==> config.mk <==
export PLATFORM = sky130hd
export DESIGN_NAME = clkctl_unit
export DESIGN_NICKNAME = d
export VERILOG_FILES = /design/src/rtl/clkctl_pkg.sv /design/src/rtl/clkctl_regs.sv /design/src/rtl/clkctl_div.sv /design/src/rtl/clkctl_unit.sv
export SDC_FILE = /design/constraint.sdc
export NUM_CORES = 1
export LEC_CHECK = 0
export ABC_AREA = 1
export BUFFER_PORTS_ARGS = -buffer_cell sky130_fd_sc_hd__buf_2
export CAP_MARGIN = 0
export CORE_MARGIN = 2
export CORE_UTILIZATION = 55
export CTS_BUF_LIST = sky130_fd_sc_hd__clkbuf_4
export DETAILED_ROUTE_END_ITERATION = 16
export PLACE_DENSITY = 0.83
export SETUP_SLACK_MARGIN = 0.5
export SLEW_MARGIN = 0
export SYNTH_ARGS = -nofsm -noshare
export SYNTH_HDL_FRONTEND = slang
export SYNTH_SLANG_ARGS = --single-unit
==> constraint.sdc <==
create_clock -name clk_sys -period 2.4 [get_ports clk_sys]
set_input_delay 0.48 -clock clk_sys [delete_from_list [all_inputs] [get_ports clk_sys]]
set_output_delay 0.48 -clock clk_sys [all_outputs]
set_load 0.03 [all_outputs]
==> src/rtl/clkctl_pkg.sv <==
`timescale 1ns/1ps
package clkctl_pkg;

    localparam int unsigned REG_PLL   = 6;
    localparam int unsigned REG_SWDIV = 7;
    localparam int unsigned REG_REFDIV = 8;
    localparam int unsigned REG_TILE  = 9;

    localparam int unsigned REF_DIV_RST = 3;
    localparam int unsigned TILE_BYP_BIT = 16;

    function automatic logic [31:0] pll_word(input logic [6:0] r,
                                             input logic [12:0] f,
                                             input logic [2:0] od);
        logic [31:0] w;
        w        = '0;
        w[6:0]   = r;
        w[20:8]  = f;
        w[25:23] = od;
        return w;
    endfunction

    function automatic logic [31:0] mode_pll_word(input logic [1:0] m);
        logic [31:0] w;
        case (m)
            2'b00:   w = pll_word(7'd0, 13'd122, 3'd1);
            2'b01:   w = pll_word(7'd0, 13'd23,  3'd2);
            2'b10:   w = pll_word(7'd0, 13'd49,  3'd2);
            default: w = pll_word(7'd0, 13'd119, 3'd2);
        endcase
        return w;
    endfunction

endpackage

==> src/rtl/clkctl_regs.sv <==
`timescale 1ns/1ps
module clkctl_regs
    import clkctl_pkg::*;
#(
    parameter int ADDR_W  = 8,
    parameter int DIV_W   = 16,
    parameter int RST_CYC = 8
) (
    input  logic              clk,
    input  logic              por_n,
    input  logic [1:0]        mode_pins,
    input  logic              wr_en,
    input  logic [ADDR_W-1:0] addr,
    input  logic [31:0]       wdata,
    output logic [31:0]       rdata,
    output logic [31:0]       pll_word_o,
    output logic [DIV_W-1:0]  sw_div_o,
    output logic [DIV_W-1:0]  ref_div_o,
    output logic [DIV_W-1:0]  tile_div_o,
    output logic              tile_byp_o,
    output logic              rst_req_o
);

    localparam int CW = $clog2(RST_CYC + 1);
    localparam logic [DIV_W-1:0] REF_RST = DIV_W'(REF_DIV_RST);

    typedef struct packed {
        logic [31:0]      pll;
        logic [DIV_W-1:0] sw;
        logic [DIV_W-1:0] rf;
        logic [DIV_W-1:0] tl;
        logic             byp;
        logic [CW-1:0]    rcnt;
    } regs_t;

    regs_t st_d, st_q;

    always_comb begin
        st_d = st_q;
        if (!por_n) begin
            st_d.pll  = mode_pll_word(mode_pins);
            st_d.sw   = '0;
            st_d.rf   = REF_RST;
            st_d.tl   = '0;
            st_d.byp  = 1'b0;
            st_d.rcnt = '0;
        end else if (st_q.rcnt != '0) begin
            st_d.rcnt = st_q.rcnt - 1'b1;
            st_d.sw   = '0;
            st_d.rf   = REF_RST;
            st_d.tl   = '0;
            st_d.byp  = 1'b0;
        end else if (wr_en) begin
            case (addr)
                ADDR_W'(REG_PLL): begin
                    st_d.pll  = wdata;
                    st_d.rcnt = CW'(RST_CYC);
                end
                ADDR_W'(REG_SWDIV):  st_d.sw = wdata[DIV_W-1:0];
                ADDR_W'(REG_REFDIV): st_d.rf = wdata[DIV_W-1:0];
                ADDR_W'(REG_TILE): begin
                    st_d.tl  = wdata[DIV_W-1:0];
                    st_d.byp = wdata[TILE_BYP_BIT];
                end
                default: ;
            endcase
        end
    end

    always_ff @(posedge clk) begin
        st_q <= st_d;
    end

    always_comb begin
        rdata = '0;
        case (addr)
            ADDR_W'(REG_PLL):    rdata = st_q.pll;
            ADDR_W'(REG_SWDIV):  rdata[DIV_W-1:0] = st_q.sw;
            ADDR_W'(REG_REFDIV): rdata[DIV_W-1:0] = st_q.rf;
            ADDR_W'(REG_TILE): begin
                rdata[DIV_W-1:0]    = st_q.tl;
                rdata[TILE_BYP_BIT] = st_q.byp;
            end
            default: ;
        endcase
    end

    assign pll_word_o = st_q.pll;
    assign sw_div_o   = st_q.sw;
    assign ref_div_o  = st_q.rf;
    assign tile_div_o = st_q.tl;
    assign tile_byp_o = st_q.byp;
    assign rst_req_o  = (st_q.rcnt != '0);

    // an accepted loop-word write is captured and starts the request
    a_r3_pll_capture: assert property (@(posedge clk) disable iff (!por_n)
        (wr_en && addr == ADDR_W'(REG_PLL) && !rst_req_o)
        |=> (rst_req_o && pll_word_o == $past(wdata)));

    // the loop word is frozen while the request is active
    a_r12_locked: assert property (@(posedge clk) disable iff (!por_n)
        rst_req_o |=> $stable(pll_word_o));

    // divider writes never start a self-reset
    a_r8_div_no_reset: assert property (@(posedge clk) disable iff (!por_n)
        (wr_en && !rst_req_o && addr >= ADDR_W'(REG_SWDIV) && addr <= ADDR_W'(REG_TILE))
        |=> !rst_req_o);

    // divider settings return to defaults during the self-reset
    a_r9_defaults: assert property (@(posedge clk) disable iff (!por_n)
        rst_req_o |=> (sw_div_o == '0 && ref_div_o == REF_RST
                       && tile_div_o == '0 && !tile_byp_o));

endmodule

==> src/rtl/clkctl_div.sv <==
`timescale 1ns/1ps
module clkctl_div #(
    parameter int W = 16
) (
    input  logic         clk,
    input  logic         clr_i,
    input  logic [W-1:0] div_i,
    output logic         en_o
);

    typedef struct packed {
        logic [W-1:0] cnt;
        logic [W-1:0] lim;
    } div_t;

    div_t st_d, st_q;
    logic term;

    assign term = (st_q.cnt == st_q.lim);

    always_comb begin
        st_d = st_q;
        if (clr_i || term) begin
            st_d.cnt = '0;
            st_d.lim = div_i;
        end else begin
            st_d.cnt = st_q.cnt + 1'b1;
        end
    end

    always_ff @(posedge clk) begin
        st_q <= st_d;
    end

    assign en_o = term && !clr_i;

    // the limit in force does not move inside a period
    a_r10_limit_held: assert property (@(posedge clk) disable iff (clr_i)
        !en_o |=> $stable(st_q.lim));

    // a non-zero divide value never gives back-to-back strobes
    a_r5_no_double: assert property (@(posedge clk) disable iff (clr_i)
        (en_o && div_i != '0) |=> !en_o);

endmodule

==> src/rtl/clkctl_unit.sv <==
`timescale 1ns/1ps
module clkctl_unit #(
    parameter int ADDR_W  = 8,
    parameter int DIV_W   = 16,
    parameter int RST_CYC = 8
) (
    input  logic              clk_sys,
    input  logic              por_n,
    input  logic [1:0]        mode_pins,
    input  logic              reg_wr,
    input  logic [ADDR_W-1:0] reg_addr,
    input  logic [31:0]       reg_wdata,
    output logic [31:0]       reg_rdata,
    output logic [6:0]        pll_r,
    output logic [12:0]       pll_f,
    output logic [2:0]        pll_od,
    output logic              self_rst_req,
    output logic              tile_bypass,
    output logic              tile_en,
    output logic              sw_en,
    output logic              ref_en
);

    localparam int NDIV = 3;

    logic [31:0]      pll_q;
    logic [DIV_W-1:0] div_val [NDIV];
    logic [NDIV-1:0]  div_en;
    logic             div_clr;

    clkctl_regs #(
        .ADDR_W (ADDR_W),
        .DIV_W  (DIV_W),
        .RST_CYC(RST_CYC)
    ) u_regs (
        .clk        (clk_sys),
        .por_n      (por_n),
        .mode_pins  (mode_pins),
        .wr_en      (reg_wr),
        .addr       (reg_addr),
        .wdata      (reg_wdata),
        .rdata      (reg_rdata),
        .pll_word_o (pll_q),
        .sw_div_o   (div_val[1]),
        .ref_div_o  (div_val[2]),
        .tile_div_o (div_val[0]),
        .tile_byp_o (tile_bypass),
        .rst_req_o  (self_rst_req)
    );

    assign div_clr = !por_n || self_rst_req;

    for (genvar i = 0; i < NDIV; i++) begin : g_div
        clkctl_div #(.W(DIV_W)) u_div (
            .clk   (clk_sys),
            .clr_i (div_clr),
            .div_i (div_val[i]),
            .en_o  (div_en[i])
        );
    end

    assign pll_r  = pll_q[6:0];
    assign pll_f  = pll_q[20:8];
    assign pll_od = pll_q[25:23];

    assign tile_en = tile_bypass ? !self_rst_req : div_en[0];
    assign sw_en   = div_en[1];
    assign ref_en  = div_en[2];

    // no domain enable fires while the self-reset is requested
    a_r9_enables_quiet: assert property (@(posedge clk_sys) disable iff (!por_n)
        self_rst_req |-> !(tile_en || sw_en || ref_en));

endmodule

==> flow_metrics.env <==
export IMPL_placed_cells=1395
export IMPL_min_period_ns=2.36
export IMPL_hold_violations=0
export IMPL_dpl_cell_area_sq_um=9380
export IMPL_critPathLaunchType="register"
export IMPL_rsz0062_at_grt="yes"
export IMPL_postRouteAntennaNets=0
export IMPL_r2r_start="g_div[1].u_div.st_q[2]"
export IMPL_dr_pass1_iters=6
export IMPL_syn_area_per_cell_sq_um=7.80
export IMPL_nNetsFinal=1285
export IMPL_min_path_type="in -> reg"
export IMPL_final_common_cell="nand2_1"
export IMPL_synthAdderAreaFrac_pct=1.01
export IMPL_syn_inst=1115
export IMPL_yosys_warnings=0
export IMPL_drive_above_1_share_pct=27.1
export IMPL_clk_latency_ns=0.62
export IMPL_vias=8052
export IMPL_antenna_found_initial=2
export IMPL_synthDominantCellAreaShare_pct=27.6
export IMPL_tightest_slew_ns=0.574
export IMPL_path_buf_inv=2
export IMPL_cts_buffers=17
export IMPL_clk_pin_slew_ns=0.17
export IMPL_setup_viol=0
export IMPL_max_stage_delay_ns=0.39
export IMPL_maxCapViolCount=0
export IMPL_numClockSinks=181
export IMPL_fin_skew_ns=0.0353
export IMPL_crit_type="reg -> out"
export IMPL_grt_ovfl_total=0
export IMPL_core_area_sq_um=15300
export IMPL_dieHeight_um=130
export IMPL_synth_xor_area_share_pct=3.42
export IMPL_final_area_sq_um=10700
export IMPL_synthMuxAreaShare_pct=0
export IMPL_maxSlewViolCount=0
export IMPL_crit_chain="inv_1 -> nand2_1 -> nand2_1 -> nor2_1 -> nand2_1 -> nor2_2 -> nand3_1 -> nand2_2 -> buf_6"
export IMPL_max_clock_freq_mhz=424
export IMPL_required_ns=1.92
export IMPL_cts_tree="yes"
export IMPL_cts_hold_buf=0
export IMPL_path_delay_family="simple AND/OR/NAND/NOR gates"
export IMPL_fin_crit_sh_pct=98.2
export IMPL_critPathLaunch="g_div[0].u_div.st_q[30]"
export IMPL_synth_top_family_by_area="simple AND/OR/NAND/NOR gates"
export IMPL_grt_use_total_pct=30.0
export IMPL_critPathMaxFanout=4
export IMPL_vias_per_cell=5.52
export IMPL_synth_compound_area_share_pct=4.60
export IMPL_wl_per_cell_um=18.3
export IMPL_rows=45
export IMPL_leakage_nw=4.49
export IMPL_max_slew_margin_rel_pct=61.7
export IMPL_fin_cells=1458
export IMPL_p_per_area_nw_per_um2=691
export IMPL_status="finished, final reports clean"
export IMPL_yosysUniqueCellTypes=32
export IMPL_initial_core_util_pct=56.8
export IMPL_synth_ff_latch_count=181
export IMPL_gp_congestion=0.925
export IMPL_post_route_drc_count=0
export IMPL_layout_cells_most_common_list="nand2_1, inv_1, nor2_1, edfxtp_1, dfxtp_1"
export IMPL_ir_worst_vdd_mv=0.456
export IMPL_cts_buffer_depth=2
export IMPL_synthSimpleGateAreaFrac_pct=29.0
export IMPL_syn_area_sq_um=8700
export IMPL_grt_max_degree=40
export IMPL_endpoint_kind="output port"
export IMPL_drt_iter0_markers=993
export IMPL_root_buffer="clkbuf_4"
export IMPL_yosys_area_top_type="edfxtp_1"
export IMPL_die_x_um=130
export IMPL_io_buffers=104
export IMPL_grt_pass1_vias=7423
export IMPL_io_pins=105
export IMPL_worst_slack_ns=0.0439
export IMPL_preCtsSetupSlack_ns=0.122
export IMPL_synth_seq_area_share_pct=50.9
export IMPL_area_growth_pct=23.4
export IMPL_hold_start="reg_wdata[2]"
export IMPL_die_area_sq_um=16800
export IMPL_totalWireLength_um=26700
export IMPL_h_tree_depth=4
export IMPL_grt_pass1_wl_um=38300
export IMPL_syn_nets=1167
export IMPL_ys_top_cells_by_area="edfxtp_1, dfxtp_1, nand2_1"
export IMPL_cp_common_cell="nand2_1"
export IMPL_cp_arrival_ns=1.88
export IMPL_hpwl_um=15200
export IMPL_crit_slowest_cell="dfxtp_2"
Yosys cell counts:
master	count
a211oi_1	1
a21oi_1	19
a21oi_2	22
and2_1	1
buf_1	2
buf_2	11
buf_4	28
buf_6	2
buf_8	2
clkbuf_1	4
clkinv_2	3
dfxtp_1	101
edfxtp_1	80
ha_1	7
inv_1	157
inv_2	6
nand2_1	359
nand2_2	6
nand3_1	28
nand3_2	1
nand3_4	2
nand4_1	24
nor2_1	179
nor2_4	1
nor3_1	11
nor3_4	3
o211ai_1	2
o21ai_0	17
o21ai_1	1
or2_2	1
xnor2_1	3
xor2_1	31
kinds of logic (layout without fill, tap and decap cells):
kind of cell | after synthesis | in the layout
and+or+nand+nor | 616 | 616
buffers and inverters | 215 | 345
DFF | 181 | 181
AOI/OAI and AO/OA | 62 | 62
xor gates and xnor gates | 34 | 34
adders and majority gates | 7 | 7
other | 0 | 2
worst reg2reg max path, delay by kind of cell, from the launching register on:
| family | cells | cell delay [ns] |
|---|---|---|
| AND/OR/NAND/NOR | 8 | 0.83 |
| flip-flops | 1 | 0.44 |
| buffers and inverters | 2 | 0.38 |
sequential cells by signal (all words and copies together) (netlist names):
register	count
u_regs.st_q	4
g_div.u_div.st_q	96
u_regs.ref_div_o	16
u_regs.tile_byp_o	1
u_regs.sw_div_o	16
u_regs.pll_word_o	32
u_regs.tile_div_o	16
cell type report:
type	instances	area, sq um
Tap cell	211	264
Inverter	166	678
Sequential cell	181	4480
Fill cell	1051	4580
Clock buffer	18	135
Multi-Input combinational cell	719	3730
Timing Repair Buffer	142	1200
Clock inverter	13	161
Timing Repair inverter	6	83.8
Antenna cell	2	5.00
final timing paths:
kind	end	depth (start not counted)	slack, ns
min	u_regs.ref_div_o[2]	3	0.13
max reg2reg	g_div[1].u_div.st_q[20]	10	0.65
max	tile_en	9	0.04
min reg2reg	g_div[2].u_div.st_q[16]	1	0.46
stage by stage:
| step | power [mW] | setup TNS [ns] | hold slack, ns | utilization [%] |
|---|---|---|---|---|
| floorplan | 5.06 | 0 | 0.425 | - |
| global placement | 5.41 | 0 | 0.437 | 61.3 |
| detailed placement | 5.48 | 0 | 0.447 | 61.3 |
| CTS | 7.25 | 0 | 0.114 | 68.1 |
| global route | 7.78 | -0.129 | 0.111 | 70.1 |
| finish | 7.42 | 0 | 0.132 | 70.1 |
timing repair:
item / CTS / global route
pin swaps: 29 / 43
gates resized for setup: 162 / 79
buffers inserted: 15 / 8
setup endpoints to repair: 59 / 91
gates cloned: 7 / 0
where the power goes:
group          total, mW  switching, mW  internal [mW]
Clock               1.79           1.07          0.722
Combinational       1.60           1.05          0.548
Sequential          4.02          0.311           3.71
layer usage:
metal,vias to the layer above,track usage (%),share of wire [%]
met3,193,6.07,9.7
met1,3630,35.6,35
met2,571,50.2,46
met4,0,18.5,9.3
met5,-,0,0
li1,3658,-,-
(Power assumes the default switching activity.)
